`config.mk`:
```
export PLATFORM = sky130hd
export DESIGN_NAME = addshift_mul
export DESIGN_NICKNAME = d
export VERILOG_FILES = /design/src/rtl/addshift_mul.sv
export SDC_FILE = /design/constraint.sdc
export NUM_CORES = 1
export LEC_CHECK = 0
export ABC_AREA = 0
export ABC_CLOCK_PERIOD_IN_PS = 1600
export BUFFER_PORTS_ARGS = -buffer_cell sky130_fd_sc_hd__buf_2
export CAP_MARGIN = 0
export CORE_MARGIN = 2
export CORE_UTILIZATION = 40
export CTS_BUF_LIST = sky130_fd_sc_hd__clkbuf_2
export DETAILED_ROUTE_END_ITERATION = 16
export REMOVE_ABC_BUFFERS = 1
export SLEW_MARGIN = 0
export SYNTH_ARGS = -nofsm -noshare
export SYNTH_HDL_FRONTEND = slang
export SYNTH_SLANG_ARGS = --single-unit
```
`constraint.sdc`:
```
create_clock -name clk -period 1.6 [get_ports clk]
set_input_delay 0.16 -clock clk [delete_from_list [all_inputs] [get_ports clk]]
set_output_delay 0.16 -clock clk [all_outputs]
set_load 0.01 [all_outputs]
```
`src/rtl/addshift_mul.sv`:
```
module addshift_mul #(
  parameter int N = 4
) (
  input  logic           clk,
  input  logic           rst_n,
  input  logic           start,
  input  logic [N-1:0]   a,
  input  logic [N-1:0]   b,
  output logic [2*N-1:0] q,
  output logic           done
);

  localparam int W  = 2 * N;
  localparam int CW = $clog2(W);
  localparam logic [CW-1:0] LAST = CW'(W - 1);

  logic          busy;
  logic [CW-1:0] step;
  logic [N-1:0]  mcand;
  logic [W-1:0]  acc;
  logic          carry;
  logic [N:0]    sum;

  wire shift_ph = step[0];
  wire last_ph  = (step == LAST);

  assign sum = {1'b0, acc[W-1:N]} + {1'b0, mcand};

  always_ff @(posedge clk or negedge rst_n) begin
    if (!rst_n) begin
      busy  <= 1'b0;
      step  <= '0;
      mcand <= '0;
      acc   <= '0;
      carry <= 1'b0;
      q     <= '0;
      done  <= 1'b0;
    end else begin
      done <= 1'b0;
      if (!busy) begin
        if (start) begin
          mcand <= a;
          acc   <= {{N{1'b0}}, b};
          carry <= 1'b0;
          step  <= '0;
          busy  <= 1'b1;
        end
      end else begin
        if (!shift_ph) begin
          if (acc[0]) {carry, acc[W-1:N]} <= sum;
        end else begin
          acc   <= {carry, acc[W-1:1]};
          carry <= 1'b0;
        end
        if (last_ph) begin
          busy <= 1'b0;
          done <= 1'b1;
          q    <= {carry, acc[W-1:1]};
        end
        step <= step + 1'b1;
      end
    end
  end

  p_done_pulse_r4: assert property (@(posedge clk) disable iff (!rst_n)
    done |=> !done);

  p_done_idle_r3: assert property (@(posedge clk) disable iff (!rst_n)
    done |-> !busy && $past(busy));

  p_q_hold_r5: assert property (@(posedge clk) disable iff (!rst_n)
    !done |-> $stable(q));

  p_ignore_start_r6: assert property (@(posedge clk) disable iff (!rst_n)
    busy && !last_ph |=> busy && $stable(mcand));

  p_skip_add_r7: assert property (@(posedge clk) disable iff (!rst_n)
    busy && !shift_ph && !acc[0] |=> $stable(acc) && !carry);

  p_shift_r8: assert property (@(posedge clk) disable iff (!rst_n)
    busy && shift_ph |=> acc[W-2:0] == $past(acc[W-1:1]) && !carry);

  p_first_step_r3: assert property (@(posedge clk) disable iff (!rst_n)
    $rose(busy) |-> step == '0);

endmodule

```
# Word-level counts from Yosys, hierarchy flattened
# Index checks and enable logic that the tools add are counted.
totals:
  reg_bits: 26
  inputBits: 11
  word_cells: 35
classes:
  addsub: 2
  eq_ne: 3
  n_mux: 16
  bitwise: 1
  reduce_logical: 5
op_table:
  columns: ["op", "n"]
  rows:
  - ["$mux W8", 2]
  - ["$mux W4", 3]
  - ["$mux W1", 9]
  - ["$reduce_and A2 Y1", 4]
  - ["$mux W3", 2]
  - ["$add A4 B4 Y5", 1]
  - ["$add A3 B1 Y3 const B", 1]
  - ["$eq A3 B3 Y1 const B", 1]
  - ["$ne A3 B1 Y1 const B", 1]
  - ["$ne A2 B1 Y1 const B", 1]
  - ["$reduce_bool A2 Y1", 1]
  - ["$not A1 Y1", 1]

# Logic depth before layout (Yosys ltp)
# Gate-level depths: netlist (run 1).
depth:
  depth_word: 4
  mapped_depth: 5

# Worst setup path after synthesis (run 1)
# No wires, ideal clock.
synth_path:
  path_kind: "register to register"
  start: "register acc[4]"
  end: "register acc[6]"
  setup_time_ns: 0.082
  arrival_ns: 1.536
  slack_ns: -0.018
  path_stages_with_launch: 6
  path_buffers: 0
  path_cell_list: "dfrtp_1 ha_1 fa_1 xnor2_1 a211o_1 a31oi_1"
synth_via:
  elab_chain_cells: 4
synth_rtl:
  columns: ["item", "line", "rtl"]
  rows:
  - ["from (decl)", "20", "logic [W-1:0] acc;"]
  - ["from (signal assigned)", "43", "acc <= {{N{1'b0}}, b};"]
  - ["from (signal assigned)", "52", "acc <= {carry, acc[W-1:1]};"]
  - ["$add A4 B4 Y5", "27", "assign sum = {1'b0, acc[W-1:N]} + {1'b0, mcand};"]
  - ["$mux W4", "50", "if (acc[0]) {carry, acc[W-1:N]} <= sum;"]
  - ["$mux W4", "49", "if (!shift_ph) begin"]
  - ["$mux W8", "40", "if (!busy) begin"]
# Every way passes these cells. The select of a mux whose other input is x is not followed.
# A chain may end at the register's enable or synchronous reset.

# Final worst setup path (run 1)
layout_path:
  start: "register mcand[0]"
  end: "register acc[5]"
layout_via:
  elab_chain_cells: 4
layout_rtl:
  columns: ["item", "line", "rtl"]
  rows:
  - ["from (decl)", "19", "logic [N-1:0] mcand;"]
  - ["from (signal assigned)", "33", "mcand <= '0;"]
  - ["from (signal assigned)", "42", "mcand <= a;"]
  - ["$add A4 B4 Y5", "27", null]
  - ["$mux W4", "50", null]
  - ["$mux W4", "49", null]
  - ["$mux W8", "40", null]
# Every way passes these cells. The select of a mux whose other input is x is not followed.

==> results.ini, run 1 <==
[run_status]
status=complete, but fails checks
violations=setup timing

[logic_synthesis]
synthTopCellsByCount=dfrtp_1, mux2_2, a21oi_1
synth_cell_types=33
syn_area_per_cell_um2=12.08
yosysTopAreaCell=dfrtp_1
synthFlopType=dfrtp_1
synth_edf_count=0
syn_area_mm2=0.001316
synthTopCellsByArea=dfrtp_1, mux2_2, ha_1
synth_warnings=0
postSynth.asyncResetShare_pct=100.0
synth-seq-cells=26
syn_inst=109
yosysSeqAreaShare_pct=49.43
yosysMostFrequentCell=dfrtp_1
yosysTopAreaCellShare_pct=49.43

[critical_path]
endpoint_kind=register
startpoint_type=register
worstPathRequired_ns=1.91
critPathKind=register to register
cp_max_fo=2
critical_path_arrival_ns=1.93
r2r_cells=5

[pwr]
ir_worst_vdd_uv=770.7
power_density_mw_per_mm2=2041
p_sw_mw=1.228
leakage_nw=0.7262
pwr-share-clk_pct=7.6
intPower_mw=1.946
swShare_pct=38.68
p_comb_share_pct=52.8
power_frac_seq_pct=39.6

[cts]
clkSinkCount=26
cts-root-buf=clkbuf_2
clk_path_buf_depth=2
clkTransAtPathRegs_ns=0.24
htreeDepth=1
cts_tree=yes
clock_latency_ns=0.34
cts_made_buffers=3

[floorplan]
initial_core_util_pct=42.42
die_h_um=61.37
die_w_um=61.37
coreArea_mm2=0.003103
ios=20
rows=20
fp.dieArea_mm2=0.003766

[route]
vias=945
vias_per_cell=5.221
postRouteAntennaNets=0
drtPass1Iterations=5
drt-total-wl_um=2728
drc_errors=0
routedWlPerCell_um=15.07
drtIter0Drc=9

[global_route]
overflow=0
grt_pass1_vias=974
grt_pass1_wl_um=4360
antenna_found_initial=0
grt_max_degree=27
grtUsageTotal_pct=16.05

[min_path]
min_path_type=input pin to register
min_path_cells=2

[flow_run]
maxCapViolations=0

[layout]
fillerInstances=311
drive_gt1_share_pct=37.96
nets=157
n_antenna_cell=0
areaGrowthSynthToFinish_pct=18.16

[timing]
fin_ws_ns=-0.02133
fmax_mhz=616.8
rsz0062_at_grt=true
timing.final.crit_share_pct=101.3
period_needed_ns=1.621
fin_worst_skew_ns=0.006814
tightest_slew_ns=0.5947
relSlewSlack_pct=60.35
finalSetupViolCount=2
slew_viol_final=0
holdWs_ns=0.04172
hold_viol_final=0

[placed_design]
globalplace.congestion=0.8915
io_buffers=19
dp_hpwl_um=1783
preCtsSetupSlack_ns=-0.04372

==> layer usage <==
| metal | up-vias | part of all wire (%) | GRT usage [%] |
|---|---|---|---|
| met1 | 469 | 46 | 20.45 |
| met4 | 0 | 1.2 | 6.383 |
| met2 | 21 | 50 | 27.36 |
| met3 | 4 | 2.6 | 2.521 |
| met5 | - | 0 | 0 |
| li1 | 451 | - | - |
==> cells by family (layout without fill, tap and decap cells) <==
| logic type | after synthesis | count (layout) | share of synthesized area (%) |
|---|---|---|---|
| compound gates | 29 | 29 | 15.59 |
| xor+xnor | 1 | 1 | 0.6655 |
| fa+ha+maj | 7 | 7 | 7.224 |
| buf+inv | 10 | 38 | 4.467 |
| flops | 26 | 26 | 49.43 |
| mux | 17 | 17 | 14.07 |
| simple gates | 19 | 19 | 8.555 |
==> layout make-up <==
cell class / instances / area (µm²) / area share [%]
multi-input cells: 73 / 624.3 / 40.14
repair buffers: 31 / 195.2 / 12.55
well taps: 44 / 55.05 / 3.540
inverters: 4 / 15.01 / 0.9654
clock buffers: 3 / 15.01 / 0.9654
flip-flops and latches: 26 / 650.6 / 41.83
==> cell usage in the layout (no fill, tap or decap), types with 2 or more instances in the layout <==
cell type	n
a211oi_1	6
a21oi_1	8
a22o_1	2
a31o_2	2
a31oi_1	2
buf_2	19
buf_4	8
clkbuf_2	3
dfrtp_1	26
dlygate4sd3_1	4
ha_1	4
inv_1	3
mux2_2	12
mux2i_1	5
nand2_1	3
nor2_1	3
nor2b_1	7
o21ai_0	3
==> power by group through the flow <==
stage               combinational [mW]  sequential [mW]  clock, mW
floorplan                         1.01             1.32          0
finish                            1.68             1.26      0.241
CTS                               1.62             1.24      0.255
detailed placement                1.58             1.25          0
global route                      1.90             1.31      0.281
global placement                  1.53             1.24          0
==> sequential cells by signal, indices dropped and copies added (netlist names) <==
signal	count
done	1
acc	8
q	8
busy	1
step	3
carry	1
mcand	4
==> critical path, stage by stage, from the launching register on <==
cell and delay, ns:
dfrtp_1 0.44, ha_2 0.21, fa_2 0.51, mux2i_1 0.06
a211oi_1 0.22, a31o_2 0.14
==> worst paths after layout <==
check	from	to	slack [ns]
setup reg to reg	mcand[0]	acc[5]	-0.02
hold reg to reg	q[5]	q[5]	0.53
min in group asynchronous	rst_n	acc[6]	0.31
setup / recovery	mcand[0]	acc[5]	-0.02
max in group asynchronous	rst_n	acc[2]	0.91
hold / removal	a[0]	mcand[0]	0.04
==> timing repair <==
action                                 in CTS  in global routing
setup endpoints to repair                   2                  3
resized for setup                           2                  1
pin swaps                                   1                  0
hold buffers                                1                  3
setup buffers                               1                  1
endpoints found under the hold margin      26                  3
==> through the flow <==
step                      cell area [µm²]  power, mW  cells  util (%)    TNS, ns
final                                1555      3.174    181     50.12   -0.03325
after global routing                 1555      3.485    181     50.12    -0.2214
after CTS                            1505      3.117    177     48.51  -0.009275
after detailed placement             1468      2.832    172     47.30   -0.04372
after global placement               1468      2.772    172     47.30   -0.03202
after floorplan                      1272      2.332    103         -   -0.01771
Note: power is estimated with default switching activity, not from simulation.
==> run 2: changes to the inputs <==
--- a/config.mk
+++ b/config.mk
@@ -6,13 +6,14 @@
 export NUM_CORES = 1
 export LEC_CHECK = 0
 export ABC_AREA = 0
-export ABC_CLOCK_PERIOD_IN_PS = 1600
+export ABC_CLOCK_PERIOD_IN_PS = 1700
 export BUFFER_PORTS_ARGS = -buffer_cell sky130_fd_sc_hd__buf_2
 export CAP_MARGIN = 0
 export CORE_MARGIN = 2
-export CORE_UTILIZATION = 40
+export CORE_UTILIZATION = 58
 export CTS_BUF_LIST = sky130_fd_sc_hd__clkbuf_2
 export DETAILED_ROUTE_END_ITERATION = 16
+export PLACE_DENSITY = 0.81
 export REMOVE_ABC_BUFFERS = 1
 export SLEW_MARGIN = 0
 export SYNTH_ARGS = -nofsm -noshare
==> constraint.sdc (replaced) <==
create_clock -name clk -period 1.7 [get_ports clk]
set_input_delay 0.17 -clock clk [delete_from_list [all_inputs] [get_ports clk]]
set_output_delay 0.17 -clock clk [all_outputs]
set_load 0.01 [all_outputs]
==> run 2 against run 1 <==
Net effect: the run now ends clean; die area down 29%; hold slack better by 0.0026 ns; largest cell class unchanged; wire length down 15%.
==> results.ini, run 2 (same netlist as run 1, synthesis figures left out) <==
[floorplan]
fp.dieArea_mm2=0.002667
rows=17
die_w_um=51.64
die_h_um=51.64
initial_core_util_pct=60.67
coreArea_mm2=0.002170
ios=20

[pwr]
power_density_mw_per_mm2=1926
ir_worst_vdd_uv=1323
leakage_nw=0.7032

[global_route]
antenna_found_initial=0
grt_max_degree=27
grt_pass1_wl_um=4008
grt_pass1_vias=928
grtUsageTotal_pct=20.72
overflow=0

[critical_path]
worstPathRequired_ns=1.98
cpMaxStageDelayCell=dfrtp_1
cp_cell_sequence=ha_2 > fa_2 > xnor2_1 > a211o_1 > a31oi_1
endpoint_kind=register
startpoint_type=register
critPathKind=register to register
cp_slowest_stage_delay_ns=0.43
r2r_cells=5
critical_path_arrival_ns=1.91
cp_max_fo=2

[placed_design]
dp_hpwl_um=1719
globalplace.congestion=0.8709
io_buffers=19

[cts]
htreeDepth=1
cts-root-buf=clkbuf_2
cts_setup_buffers=0
cts_tree=yes
cts_made_buffers=3
clock_latency_ns=0.34
clkTransAtPathRegs_ns=0.22
clk_path_buf_depth=2
clkSinkCount=26

[timing]
period_needed_ns=1.622
finalSetupViolCount=0
timing.final.crit_share_pct=95.41
rsz0062_at_grt=false
fmax_mhz=616.6
fin_worst_skew_ns=0.001204
tns_ns=0
hold_viol_final=0
tightest_slew_ns=0.5646
slew_viol_final=0
holdWs_ns=0.04434
relSlewSlack_pct=62.36

[route]
drc_errors=0
drtIter0Drc=10
vias=912
postRouteAntennaNets=0
vias_per_cell=5.665
drt-total-wl_um=2328
drtPass1Iterations=4
routedWlPerCell_um=14.46

[layout]
drive_gt1_share_pct=35.34
n_antenna_cell=0
final_common_cell=dfrtp_1
ff_latch_area_um2=650.6
mostFrequentLayoutCells=dfrtp_1, buf_2, mux2_2
reg_top3=acc (8), q (8), mcand (4)
nets=152
areaGrowthSynthToFinish_pct=12.93
fillerInstances=183
multi_input_area_um2=611.8

[min_path]
min_path_type=input pin to register
min_path_cells=2

[run_status]
status=finished, final reports clean

[flow_run]
maxCapViolations=0

==> run 2: cell types whose count changed in the layout (fill, tap and decap cells not counted) <==
cell | previous run | this run
buf_4 | 8 | 4
clkinv_1 | 0 | 1
dlygate4sd3_1 | 4 | 3
ha_1 | 4 | 5
ha_4 | 1 | 0
==> run 2: power breakdown <==
part	switching (mW)	total [mW]	internal, mW
registers	0.252	1.17	0.921
clock network	0.171	0.222	0.0511
logic	0.672	1.47	0.796
==> run 2: worst max-delay path: cells and delay by family (launching register included) <==
family,cells,cell delay [ns]
AO/OA/AOI/OAI,2,0.44
XOR/XNOR,1,0.14
adder cells (fa/ha/maj),2,0.55
flip-flops,1,0.43
==> run 2: routing by layer <==
layer | GRT usage [%] | vias up | routed length [µm] | share of wire [%]
met5 | 0 | - | 0 | 0
met4 | 9.211 | 0 | 35 | 1.5
met3 | 3.448 | 5 | 67 | 2.9
met2 | 35.68 | 17 | 1156 | 50
met1 | 25.48 | 446 | 1068 | 46
li1 | - | 444 | - | -
==> run 2: worst paths after layout <==
| kind | end | from | slack (ns) |
|---|---|---|---|
| max in group asynchronous | mcand[0] | rst_n | 1.02 |
| min in group asynchronous | q[1] | rst_n | 0.31 |
| worst max-delay path | acc[6] | mcand[0] | 0.08 |
| worst min register to register | q[1] | q[1] | 0.54 |
| worst min-delay path | mcand[1] | a[1] | 0.04 |
| worst max register to register | acc[6] | mcand[0] | 0.08 |
==> run 2: cell type report <==
type,instances,share of cell area (%)
clock buffers,3,1.010
repair buffers,26,10.44
multi-input cells,73,41.16
flip-flops and latches,26,43.77
inverters,4,1.010
clock inverters,1,0.2525
well taps,28,2.357
==> run 2: timing repair <==
action,CTS,global route
hold buffers,1,2
gates resized for setup,1,1
endpoints found under the setup margin,1,2
hold endpoints to repair,26,2
pin swaps,0,1
==> run 2: metrics by stage <==
stage	cell area [µm²]	total power, mW	instances	utilization, %	worst slack [ns]
5_1_grt	1486	3.119	161	68.51	0.01482
3_5_place_dp	1433	2.660	154	66.03	0.002422
4_1_cts	1464	2.899	159	67.47	0.01098
3_3_place_gp	1433	2.565	154	66.03	0.08090
6_report	1486	2.863	161	68.51	0.07808
2_1_floorplan	1272	2.195	103	-	0.08229
